`src/rtl/irq_ctrl8.sv`:
```
module irq_ctrl8 #(
  parameter int LEVELS = 8
) (
  input  logic       clk,
  input  logic       rst_n,
  input  logic       a0,
  input  logic       wr,
  input  logic       rd,
  input  logic [7:0] din,
  output logic [7:0] dout,
  input  logic [7:0] irq,
  input  logic       inta,
  output logic       intr
);
  localparam int LW = $clog2(LEVELS);

  typedef enum logic [1:0] {S_RDY, S_W2, S_W3, S_W4} st_t;

  st_t           st;
  logic [7:0]    irr, isr, imr, irq_q, icw1, icw2;
  logic [LW-1:0] base, hold, best, top;
  logic [1:0]    cnt;
  logic          m86, aeoi, poll, risel, found, top_f;

  always_comb begin
    logic stop;
    logic [LW-1:0] j;
    found = 1'b0; best = '1; stop = 1'b0;
    for (int i = 0; i < LEVELS; i++) begin
      j = base + LW'(i);
      if (!stop) begin
        if (isr[j]) stop = 1'b1;
        else if (irr[j] && !imr[j]) begin found = 1'b1; best = j; stop = 1'b1; end
      end
    end
  end

  always_comb begin
    logic [LW-1:0] j;
    top_f = 1'b0; top = '0;
    for (int i = LEVELS - 1; i >= 0; i--) begin
      j = base + LW'(i);
      if (isr[j]) begin top_f = 1'b1; top = j; end
    end
  end

  wire           last = m86 ? (cnt == 2'd1) : (cnt == 2'd2);
  wire [LW-1:0]  lvl  = (cnt == 2'd0) ? best : hold;
  assign intr = (cnt != 2'd0) || found;

  always_comb begin
    if (inta) begin
      if (cnt == 2'd0)       dout = m86 ? 8'hFF : 8'hCD;
      else if (m86)          dout = {icw2[7:3], lvl};
      else if (cnt == 2'd1)  dout = icw1[2] ? {icw1[7:5], lvl, 2'b00} : {icw1[7:6], lvl, 3'b000};
      else                   dout = icw2;
    end else if (a0)         dout = imr;
    else if (poll)           dout = found ? {5'b10000, best} : 8'h00;
    else                     dout = risel ? isr : irr;
  end

  always_ff @(posedge clk) begin
    if (!rst_n) begin
      st <= S_RDY; irr <= '0; isr <= '0; imr <= '0; irq_q <= '0;
      icw1 <= '0; icw2 <= '0; base <= '0; hold <= '0; cnt <= '0;
      m86 <= 1'b0; aeoi <= 1'b0; poll <= 1'b0; risel <= 1'b0;
    end else begin
      irq_q <= irq;
      irr   <= irr | (irq & ~irq_q);
      if (wr) begin
        if (!a0 && din[4]) begin
          icw1 <= din; imr <= '0; isr <= '0; base <= '0; cnt <= '0;
          aeoi <= 1'b0; m86 <= 1'b0; poll <= 1'b0; risel <= 1'b0;
          st <= S_W2;
        end else if (!a0 && din[3]) begin
          if (din[1]) risel <= din[0];
          poll <= din[2];
        end else if (!a0) begin
          case (din[7:5])
            3'b001: if (top_f) isr[top] <= 1'b0;
            3'b101: if (top_f) begin isr[top] <= 1'b0; base <= top + LW'(1); end
            3'b011: isr[din[2:0]] <= 1'b0;
            3'b111: begin isr[din[2:0]] <= 1'b0; base <= din[2:0] + LW'(1); end
            3'b110: base <= din[2:0] + LW'(1);
            default: ;
          endcase
        end else begin
          case (st)
            S_RDY: imr <= din;
            S_W2: begin
              icw2 <= din;
              st <= !icw1[1] ? S_W3 : (icw1[0] ? S_W4 : S_RDY);
            end
            S_W3: st <= icw1[0] ? S_W4 : S_RDY;
            S_W4: begin m86 <= din[0]; aeoi <= din[1]; st <= S_RDY; end
            default: st <= S_RDY;
          endcase
        end
      end
      if (rd && !a0 && poll) begin
        poll <= 1'b0;
        if (found) begin isr[best] <= 1'b1; irr[best] <= 1'b0; end
      end
      if (inta) begin
        if (cnt == 2'd0) begin
          hold <= best; cnt <= 2'd1;
          if (found) begin isr[best] <= 1'b1; irr[best] <= 1'b0; end
        end else if (last) begin
          cnt <= 2'd0;
          if (aeoi) isr[hold] <= 1'b0;
        end else cnt <= cnt + 2'd1;
      end
    end
  end
endmodule

```
`config.mk`:
```
export PLATFORM = sky130hd
export DESIGN_NAME = irq_ctrl8
export DESIGN_NICKNAME = d
export VERILOG_FILES = /design/src/rtl/irq_ctrl8.sv
export SDC_FILE = /design/constraint.sdc
export NUM_CORES = 1
export LEC_CHECK = 0
export BUFFER_PORTS_ARGS = -buffer_cell sky130_fd_sc_hd__buf_2
export CELL_PAD_IN_SITES_DETAIL_PLACEMENT = 1
export CELL_PAD_IN_SITES_GLOBAL_PLACEMENT = 2
export CORE_MARGIN = 3
export CORE_UTILIZATION = 38
export DETAILED_ROUTE_END_ITERATION = 8
export MAX_ROUTING_LAYER = met4
export PLACE_DENSITY = 0.86
export SYNTH_ARGS = -nofsm -noshare
export SYNTH_HDL_FRONTEND = slang
export SYNTH_SLANG_ARGS = --single-unit
```
`constraint.sdc`:
```
create_clock -name clk -period 5.4 [get_ports clk]
set_input_delay 0.27 -clock clk [delete_from_list [all_inputs] [get_ports clk]]
set_output_delay 0.27 -clock clk [all_outputs]
set_load 0.05 [all_outputs]
```
# Word level (Yosys, flattened, before mapping)
# Cells that the tools add are included.
[word_totals]
reg_bits = 62
in_bits = 22
output_inout_bits = 9
[op_classes]
addsub = 10
order_cmp = 16
n_eq_ne = 13
mux = 202
bitwise = 17
reduce_logical = 52
[op_table]
columns = ["op", "n"]
rows = [
  ["2-to-1 mux 8 bit", 32],
  ["2-to-1 mux 3 bit", 35],
  ["2-to-1 mux 1 bit", 92],
  ["binary-select mux 1 bit (select 3 bit)", 24],
  ["AND 8 bit", 6],
  ["< comparator 3 x 4 -> 1 bit, second input constant", 12],
  ["NOT 8 bit", 5],
  ["bitwise OR 8 bit", 3],
  ["2-to-1 mux 2 bit", 10],
  ["logical AND 1 bit", 16],
  ["case mux 8 bit (2 select lines)", 1],
  ["nonzero test 2 bit", 8],
  ["adder 3 bit, second input constant", 4],
  ["demux 1 bit (select 3 bit)", 4],
  [">= comparator 3 x 1 -> 1 bit, second input constant", 4],
  ["2-to-1 mux 6 bit", 2],
  ["AND reduction 4 bit", 3],
  ["AND reduction 5 bit", 2],
  ["adder 3 x 1 -> 3 bit, second input constant", 3],
  ["equality test 3 bit, second input constant", 3],
  ["logical NOT 1 bit", 9],
  ["AND reduction 2 bit", 4],
  ["OR reduction 2 bit", 4],
  ["adder 3 x 2 -> 3 bit, second input constant", 2],
  ["other kinds (16)", 22],
]

# Longest topological paths before layout
[depth]
ltp_word = 40
ltp_mapped = 14
ltp_nobuf = 12

# Least setup slack after synthesis
# OpenSTA, ideal clock, no wires.
[synth_path]
path_type = "register -> output"
startpoint = "register base[0]"
endpoint = "output port dout[2]"
t_arrival_ns = 4.450
t_required_ns = 5.130
setup_slack_ns = 0.680
path_stages_with_launch = 14
n_path_buf = 2
path_cell_list = "dfxtp_1 -> inv_1 -> buf_2 -> ha_1 -> buf_2 -> mux4_2 -> mux2i_1 -> nand2_1 -> or4_4 -> a311oi_1 -> a211oi_1 -> a31oi_4 -> a31oi_1 -> a211oi_1"
[synth_between]
elab_chain_len = 31
elab_cells_between_ends = 140
classes_between = "7 x add/sub; 117 x mux; 16 x reduce/logical"
[synth_rtl]
columns = ["element", "line", "rtl"]
rows = [
  ["start: declaration", "21", "logic [LW-1:0] base, hold, best, top;"],
  ["start signal: assignment", "84", "3'b110: base <= din[2:0] + LW'(1);"],
  ["parallel branches: the longest is 27 deep, another holds adder 3 x 1 -> 3 bit", "-", ""],
  ["2-to-1 mux 8 bit (*) (2 in series)", "58", "else if (poll) dout = found ? {5'b10000, best} : 8'h00;"],
  ["2-to-1 mux 8 bit (*)", "57", "end else if (a0) dout = imr;"],
  ["2-to-1 mux 8 bit (*)", "52", "if (inta) begin"],
  ["end: declaration", "10", "output logic [7:0] dout,"],
]
# Mark *: on every way between the ends. The select of a mux whose other input is x is not followed.

# Final worst setup path
[layout_path]
startpoint = "register base[1]"
endpoint = "output port dout[2]"
# Same word-level chain as after synthesis.

==> impl_metrics.py <==
metrics = {
    "place": {
        "dpl_cell_area_um2": 5640,
        "gp_congestion": 0.931,
        "portBuffers": 30,
        "dp_hpwl_um": 14600,
    },
    "clock_tree": {
        "clock_sink_count": 60,
        "cts_buffer_depth": 2,
        "cts_setup_buffers": 0,
        "hold_buffers": 0,
        "htree_levels": 3,
        "cts_inserted_buffers": 9,
        "root_buffer": "clkbuf_16",
        "clk_latency_ns": 0.34,
        "cts_tree": "built",
        "path_clk_slew_ns": 0.05,
        "cts_resized": 0,
    },
    "sta": {
        "final.setup_skew_ns": 0.00507,
        "fmax_ghz": 0.201,
        "tightest_slew_ns": 1.09,
        "period_share_pct": 92.1,
        "finalSetupTns_ns": 0,
        "slew_viol_final": 0,
        "rsz0062_at_grt": "false",
        "hold_viol_final": 0,
        "setup_viol": 0,
        "finalCriticalPeriod_ns": 4.97,
        "holdWs_ns": 0.147,
        "relSlewSlack_pct": 26.6,
    },
    "floorplan": {
        "core_area_um2": 13900,
        "design.die.area_um2": 15800,
        "start_util_pct": 39.0,
        "die_w_um": 126,
        "row_count": 43,
        "pin_count": 31,
        "die_y_um": 126,
    },
    "power": {
        "ir_worst_vdd_uv": 231,
        "leakage_uw": 0.00219,
        "power-per-cell-area_nw_per_um2": 440,
        "swShare_pct": 47.7,
        "internal_power_uw": 1360,
        "p_total_uw": 2610,
        "pwr-share-comb_pct": 55.2,
        "p_sw_uw": 1240,
        "p_clk_share_pct": 21.7,
        "power_frac_seq_pct": 23.0,
    },
    "grt": {
        "grt_start_max_net_pins": 40,
        "grt_pass1_vias": 5675,
        "grt_pass1_wl_um": 31400,
        "track_usage_pct": 25.5,
        "grt_overflow": 0,
        "antenna_found_initial": 0,
    },
    "yosys": {
        "yosys_warnings": 0,
        "synth-main-ff-cell": "dfxtp_1",
        "synth-seq-cells": 60,
        "syn_area_per_cell_um2": 7.93,
        "netlist_instances": 685,
        "syn_area_um2": 5430,
        "synth-edff-count": 0,
        "syn_nets": 717,
        "ys_seq_area_share_pct": 22.1,
        "ys_async_sr_fraction_pct": 0,
        "ys_types": 73,
    },
    "drt": {
        "firstDrtPassIters": 5,
        "drt-vias-per-instance": 6.34,
        "wl_um": 19800,
        "wl_per_cell_um": 22.9,
        "vias": 5499,
        "first_iter_violations": 359,
        "drtAntennaViolNets": 0,
        "drc": 0,
    },
    "run": {
        "maxCapViolCount": 0,
    },
    "layout": {
        "nFillCells": 1696,
        "syn2layout_area_growth_pct": 9.17,
        "drive_gt1_share_pct": 15.0,
        "n_antenna_cell": 0,
        "final_area_um2": 5930,
        "final_nets": 714,
    },
    "critical_path": {
        "cp-end-kind": "output port",
        "rr_worst_depth": 13,
        "worstSetupPathType": "flip-flop to output port",
        "cp-start-kind": "flip-flop",
        "critPathMaxFanout": 21,
        "arrival_ns": 4.70,
        "required_ns": 5.13,
    },
    "hold_path": {
        "worstHoldPathCells": 2,
        "hp-class": "input pin to flip-flop",
    },
    "status": {
        "status": "complete, no violations",
    },
}
power by group through the flow:
stage | Sequential [uW] | Clock (uW) | Combinational [uW]
floorplan | 532 | 0 | 1080
global placement | 603 | 0 | 1370
detailed placement | 606 | 0 | 1400
CTS | 596 | 575 | 1420
global route | 606 | 592 | 1550
finish | 600 | 566 | 1440
Yosys cell counts, drive strengths merged (5+ instances only):
master	number	area share [%]
nand2b	20	2.4
a31oi	18	2.4
nand2	71	5.0
mux2	14	3.0
nor2	48	3.3
clkbuf	40	2.8
nand3	30	2.8
a21oi	59	5.4
mux4	21	8.7
nand4	15	1.7
nor3	12	1.2
o21ai	34	3.1
nor4	5	0.85
ha	10	2.3
mux2i	46	8.6
and2	15	1.7
a211oi	7	1.1
o21a	6	0.83
buf	11	1.2
o211ai	6	0.83
nor3b	11	1.6
a211o	5	0.81
nor2b	24	2.8
inv	17	1.2
dfxtp	60	22
and3	5	0.58
a22oi	5	0.94
sequential cells by signal, indices dropped and copies added, names as in the netlist:
signal / cells
isr: 8
aeoi: 1
imr: 8
m86: 1
cnt: 2
icw1: 6
irr: 8
risel: 1
poll: 1
base: 3
irq_q: 8
hold: 3
icw2: 8
st: 2
final cells by class:
type | instances | area [um^2] | share of cell area [%]
Clock buffer | 11 | 233 | 3.93
Clock inverter | 5 | 52.6 | 0.887
Inverter | 19 | 71.3 | 1.20
Multi-Input combinational cell | 555 | 3940 | 66.5
Sequential cell | 60 | 1200 | 20.3
Tap cell | 180 | 225 | 3.80
Timing Repair Buffer | 37 | 203 | 3.42
critical path, stage by stage, from the launching register on:
cell      delay [ns]
dfxtp_1         0.33
clkinv_1        0.30
ha_1            0.56
buf_4           0.33
mux4_2          0.41
mux2i_1         0.71
nand2_1         0.21
a311oi_1        0.32
a211oi_1        0.14
a31oi_4         0.38
a31oi_1         0.16
a211oi_1        0.20
buf_2           0.30
cell usage in the layout, fill, tap and decap left out, drive strengths merged, types with 18 or more instances in the layout:
cell    Yosys  layout
mux2i      46      46
nor2       48      48
nand3      30      30
a21oi      59      59
buf        11      37
a31oi      18      18
mux4       21      21
nor2b      24      24
dfxtp      60      60
nand2b     20      20
nand2      71      71
o21ai      34      34
cell families after synthesis:
kind of cell    after synthesis  share of synthesized area, %
compound gates              184                          22.7
xor+xnor                      6                         0.968
fa+ha+maj                    10                          2.30
buf+inv                      70                          5.28
flops                        60                          22.1
mux                          81                          20.2
simple gates                274                          26.4
per-layer routing:
| layer | vias to the layer above | track usage (%) | wire [um] |
|---|---|---|---|
| met5 | - | - | 0 |
| met4 | 0 | 7.78 | 497 |
| met3 | 37 | 3.46 | 885 |
| met2 | 154 | 43.0 | 10000 |
| met1 | 2761 | 31.8 | 8410 |
| li1 | 2547 | - | - |
metrics by stage:
| step | setup slack (ns) | util, % | cells |
|---|---|---|---|
| global placement | 0.933 | 40.5 | 851 |
| finish | 0.425 | 42.5 | 867 |
| global route | 0.00237 | 42.5 | 867 |
| CTS | 0.458 | 42.5 | 867 |
| detailed placement | 0.620 | 40.5 | 851 |
| floorplan | 0.680 | - | 685 |
path summary, 6_finish.rpt:
kind                                      startpoint              endpoint  slack (ns)
worst min register to register  icw1[7]$_SDFFE_PN0P_  icw1[7]$_SDFFE_PN0P_        0.47
worst max register to register  base[1]$_SDFFE_PN0P_  base[1]$_SDFFE_PN0P_        0.53
worst max-delay path            base[1]$_SDFFE_PN0P_               dout[2]        0.43
worst min-delay path                          irq[3]   irq_q[3]$_SDFF_PN0_        0.15
Note: power is estimated with default switching activity, not from simulation.
